### config.mk
export PLATFORM = sky130hd
export DESIGN_NAME = sym_da_fir
export DESIGN_NICKNAME = d
export VERILOG_FILES = /design/src/rtl/sym_da_fir.sv
export SDC_FILE = /design/constraint.sdc
export NUM_CORES = 1
export LEC_CHECK = 0
export ABC_AREA = 1
export ABC_CLOCK_PERIOD_IN_PS = 17600
export BUFFER_PORTS_ARGS = -buffer_cell sky130_fd_sc_hd__buf_2
export CORE_ASPECT_RATIO = 1.5
export CORE_MARGIN = 2
export CORE_UTILIZATION = 60
export CTS_BUF_LIST = sky130_fd_sc_hd__clkbuf_8
export DETAILED_ROUTE_END_ITERATION = 16
export GPL_ROUTABILITY_DRIVEN = 0
export MAX_ROUTING_LAYER = met4
export PLACE_DENSITY = 0.86
export SYNTH_ARGS = -nofsm -noshare
export SYNTH_HDL_FRONTEND = slang
export SYNTH_SLANG_ARGS = --single-unit
### constraint.sdc
create_clock -name clk -period 17.6 [get_ports clk]
set_clock_uncertainty 0.1 [all_clocks]
set_input_delay 0.88 -clock clk [delete_from_list [all_inputs] [get_ports clk]]
set_output_delay 0.88 -clock clk [all_outputs]
set_load 0.1 [all_outputs]
### src/rtl/sym_da_fir.sv
module sym_da_fir #(
  parameter int DATA_W = 8,
  parameter int COEF_W = 8,
  parameter int NTAPS = 7,
  parameter bit ANTI = 1'b0,
  parameter logic [COEF_W*((NTAPS+1)/2)-1:0] COEFS = {8'd90, 8'd40, 8'hF5, 8'd3},
  parameter int OUT_W = DATA_W + COEF_W + $clog2((NTAPS+1)/2) + 2
) (
  input  logic                     clk,
  input  logic                     rst,
  input  logic                     in_valid,
  input  logic signed [DATA_W-1:0] in_data,
  output logic                     out_valid,
  output logic signed [OUT_W-1:0]  out_data
);
  localparam int HALF  = (NTAPS + 1) / 2;
  localparam int NPAIR = NTAPS / 2;
  localparam int ODD   = NTAPS % 2;
  localparam int CNT_W = $clog2(DATA_W + 1);
  localparam int IDX_W = $clog2(DATA_W);
  localparam int LUT_W = COEF_W + $clog2(HALF) + 1;
  localparam int LUT_N = 1 << HALF;

  function automatic logic signed [LUT_W-1:0] lut_entry(input int addr);
    logic signed [LUT_W-1:0] s;
    logic signed [COEF_W-1:0] c;
    s = '0;
    for (int k = 0; k < HALF; k++) begin
      c = COEFS[k*COEF_W +: COEF_W];
      if (addr[k]) s = s + LUT_W'(c);
    end
    return s;
  endfunction

  logic signed [LUT_W-1:0]  lut [LUT_N];
  logic signed [DATA_W-1:0] taps [NTAPS];
  logic                     busy;
  logic [CNT_W-1:0]         cnt;
  logic [NPAIR-1:0]         cy, nc, psum;
  logic signed [OUT_W-1:0]  acc, part, contrib;
  logic [NTAPS-1:0]         tbit;
  logic [HALF-1:0]          addr;
  logic                     last;
  logic [IDX_W-1:0]         bidx;

  for (genvar a = 0; a < LUT_N; a++) begin : g_lut
    assign lut[a] = lut_entry(a);
  end

  assign last = (cnt == CNT_W'(DATA_W));
  assign bidx = last ? IDX_W'(DATA_W - 1) : cnt[IDX_W-1:0];

  for (genvar k = 0; k < NTAPS; k++) begin : g_bit
    assign tbit[k] = taps[k][bidx];
  end

  for (genvar p = 0; p < NPAIR; p++) begin : g_pre
    logic a_b, b_b;
    assign a_b = tbit[p];
    assign b_b = tbit[NTAPS-1-p] ^ ANTI;
    assign psum[p] = a_b ^ b_b ^ cy[p];
    assign nc[p] = (a_b & b_b) | (a_b & cy[p]) | (b_b & cy[p]);
  end

  assign addr[NPAIR-1:0] = psum;
  if (ODD != 0) begin : g_ctr
    assign addr[HALF-1] = tbit[NPAIR];
  end

  assign part    = OUT_W'(lut[addr]) <<< cnt;
  assign contrib = last ? -part : part;

  always_ff @(posedge clk) begin
    if (rst) begin
      busy      <= 1'b0;
      cnt       <= '0;
      cy        <= '0;
      acc       <= '0;
      out_valid <= 1'b0;
      out_data  <= '0;
      for (int k = 0; k < NTAPS; k++) taps[k] <= '0;
    end else begin
      out_valid <= 1'b0;
      if (!busy) begin
        if (in_valid) begin
          for (int k = NTAPS - 1; k > 0; k--) taps[k] <= taps[k-1];
          taps[0] <= in_data;
          busy <= 1'b1;
          cnt  <= '0;
          acc  <= '0;
          cy   <= {NPAIR{ANTI}};
        end
      end else begin
        cy <= nc;
        if (last) begin
          out_data  <= acc + contrib;
          out_valid <= 1'b1;
          busy      <= 1'b0;
        end else begin
          acc <= acc + contrib;
          cnt <= cnt + 1'b1;
        end
      end
    end
  end

  logic [CNT_W:0] age;
  always_ff @(posedge clk) begin
    if (rst) age <= '0;
    else if (in_valid && !busy) age <= 1;
    else if (busy) age <= age + 1'b1;
  end


  out_pulse_chk: assert property (@(posedge clk) disable iff (rst)
    out_valid |=> !out_valid);

  latency_chk: assert property (@(posedge clk) disable iff (rst)
    out_valid |-> age == (CNT_W+1)'(DATA_W + 2));

  ignore_busy_chk: assert property (@(posedge clk) disable iff (rst)
    busy && in_valid |=> $stable(taps[0]));

  hold_chk: assert property (@(posedge clk) disable iff (rst)
    !out_valid |-> $stable(out_data));
endmodule

==> run metrics <==
GR Util All Layers=0.278; metal2 WL=8.56 mm; total setup buffers inserted after CTS=0; critical path class=flip-flop to flip-flop; asr flop ratio synth=0; Worst Setup EP=out_data[19]$_SDFFE_PP0P_; DRC Markers=0; Die X=90.7 um; Top Ports=32; num rows=47; Max FO, Critical Path=25; Synth Area per Inst=7.50 um2; First-pass DRT Iterations=7; MaxCap Viol Count=0; Worst-path clk slew=0.11 ns; CTS root buf=clkbuf_8; share of cells above drive strength 1=0.0996; CP max stage cell=fa_1; post-synth top area share=0.249; origin of the critical flop-to-flop path=cnt[0]$_SDFFE_PP0P_; warnings from Yosys=0; Post-synth EDFFs=56; Initial Utilization=0.615; DR iter-0 viols=489; status=finished clean; HP Class=flip-flop to flip-flop; Final period util=0.419; Design Area, Final=7150 um2; die area=12200 um2; CP delay by family, top=simple AND/OR/NAND/NOR gates; Rel. slew slack=0.336; RSZ-0062 raised after global routing=false; cell depth of the worst flop-to-flop path=38; Final Hold Fails=0; CP peak stage delay=0.65 ns; nature of the critical path endpoint=flip-flop; routed metal-1 wirelength=5.87 mm; IO Port Bufs=31; Core Box Area=11000 um2; Synthesized Nets=946; Worst-Margin Slew=0.995 ns; max layer used=met4; number of global-route vias before repair=5787; global route total overflow=0; WP data required=17.79 ns; worst path buffer plus inverter count=8; DP Area=6960 um2; peak supply drop=0.0731 mV; Reg area=2660 um2; Syn Inst Count=902; r2r setup slk=10.22 ns; n_diodes=0; Gates resized, CTS repair=0; largest net degree at the start of global routing=57; post-synthesis cell type count=46; PD cells=98.9 nW/um2; Area contributors post-synth=edfxtp_1 25%, dfxtp_1 14%, nand2_1 10%; first-pass GRT wire length=26.2 mm; post-route ant nets=0; DR WL/cell=15.1 um; Arr. time, crit path=7.57 ns; mapped cell area=6770 um2; Area Overhead vs Synth=5.71%; hold_buf cts=0; htree depth=3; Power, Total=0.000707 W; CTS Buffer Depth=2; Worst Setup Start Kind=flip-flop; instance count on the critical path=38; P_leak=3.37 nW; area leader, netlist=edfxtp_1; Final Max Slew Viols=0; Top FF cell, synth=edfxtp_1; # fillers=968; final WL=16.0 mm; CTS buffer count=9; CTS tree=built; Via density=5.62; hold depth=2; max frequency=0.136 GHz; setup violators final=0; minimum clock period=7.38 ns; total length of routed met3 wires=623 um; clk sinks=105; Sum Neg Setup Slack=0 ns; area of the multi-input gates=3420 um2; nets@finish=953; Detail Placement HPWL=12.0 mm; flops & latches, synth=105; reg2reg end=out_data[19]$_SDFFE_PP0P_; crit path launch=cnt[0]$_SDFFE_PP0P_; initial antenna violation count=0; Vert. Die Dim=134 um; most frequent cell on the critical path=nand2_1; register area share after synthesis=0.393; vias post-DR=5958; clk_lat worst skew=0.39 ns
[through the flow]
stage	hold slack, ns	utilization	worst slack (ns)	instances
2_1_floorplan	0.344	-	11.21	902
3_3_place_gp	0.353	0.633	10.48	1045
3_5_place_dp	0.359	0.633	10.40	1045
4_1_cts	0.375	0.650	10.39	1061
5_1_grt	0.398	0.650	9.61	1061
6_report	0.380	0.650	10.22	1061
[sequential cells by signal (all words and copies together) (netlist names)]
name / flops
taps: 56
acc: 20
out_data: 20
cnt: 4
cy: 3
busy: 1
out_valid: 1
[worst register-to-register path: cells and delay by family, from the launching register on]
family,cells,cell delay [ns]
xor gates and xnor gates,1,0.39
adders and majority gates,5,1.85
buffers and inverters,8,1.29
AOI/OAI and AO/OA,6,1.08
DFF,1,0.31
and+or+nand+nor,18,2.26
[cell usage after synthesis (2+ instances only)]
library cell and number:
edfxtp_1 56, a211oi_1 2, a21oi_1 68, nand3_1 86, buf_6 4, dfxtp_1 49
clkbuf_1 24, a221oi_1 3, o211ai_1 6, o21ai_1 2, nand2_2 8, o221ai_1 4
a32o_1 2, o21bai_1 13, nand2_1 186, nand4_1 6, nor3_1 2, xnor2_1 7
o21ai_0 44, ha_1 29, or2_2 7, xor2_1 19, a31oi_1 3, nor2_1 99
inv_1 124, o22ai_1 2, inv_2 3, buf_1 3, nand3_2 11, o31ai_1 3
fa_1 4, buf_2 9
[cell usage in the layout, fill, tap and decap left out, types with 3 or more instances in the layout]
| cell type | n |
|---|---|
| a221oi_1 | 3 |
| o31ai_1 | 3 |
| buf_2 | 31 |
| clkbuf_8 | 9 |
| inv_2 | 3 |
| o211ai_1 | 6 |
| o21ai_0 | 44 |
| o221ai_1 | 4 |
| edfxtp_1 | 56 |
| fa_1 | 4 |
| xnor2_1 | 7 |
| buf_4 | 6 |
| nand3_1 | 85 |
| inv_1 | 124 |
| a31oi_1 | 3 |
| o21bai_1 | 13 |
| or2_2 | 7 |
| a21oi_1 | 68 |
| nand2_1 | 185 |
| nand2_2 | 9 |
| nor2_1 | 99 |
| nand3_2 | 12 |
| xor2_1 | 19 |
| dfxtp_1 | 49 |
| nand4_1 | 6 |
| ha_1 | 29 |
[metal layers]
layer | up-vias | GRT usage
met5 | - | -
met4 | 0 | 0.176
met3 | 66 | 0.0393
met2 | 189 | 0.505
met1 | 2728 | 0.276
li1 | 2975 | -
[cell type report]
type / count / share of cell area
Multi-Input combinational cell: 627 / 0.479
Sequential cell: 105 / 0.372
Inverter: 129 / 0.0684
Timing Repair Buffer: 37 / 0.0280
Tap cell: 147 / 0.0257
Clock buffer: 9 / 0.0173
Clock inverter: 7 / 0.00980
[report_power, final]
group | total [W] | internal [W] | switching [W]
sequential | 0.000285 | 0.000275 | 0.00000960
clock | 0.000150 | 0.0000554 | 0.0000944
combinational | 0.000273 | 0.0000922 | 0.000180
[cell families after synthesis]
logic type               Yosys count  synth area share
AND/OR/NAND/NOR                  410             0.269
XOR/XNOR                          27            0.0370
flip-flops                       105             0.393
AO/OA/AOI/OAI                    157             0.134
buffers and inverters            170             0.102
adder cells (fa/ha/maj)           33            0.0655
[worst min path at each step]
stage          slack [ns]             endpoint                start
6_report             0.38  acc[4]$_SDFFE_PP0P_  acc[4]$_SDFFE_PP0P_
5_1_grt              0.40   cy[2]$_SDFFE_PP0P_   cy[2]$_SDFFE_PP0P_
4_1_cts              0.38   cy[2]$_SDFFE_PP0P_   cy[2]$_SDFFE_PP0P_
3_5_place_dp         0.36   cy[2]$_SDFFE_PP0P_   cy[2]$_SDFFE_PP0P_
3_3_place_gp         0.35   cy[2]$_SDFFE_PP0P_   cy[2]$_SDFFE_PP0P_
2_1_floorplan        0.34   cy[0]$_SDFFE_PP0P_   cy[0]$_SDFFE_PP0P_
No activity file was read; power rests on OpenSTA's default activity.
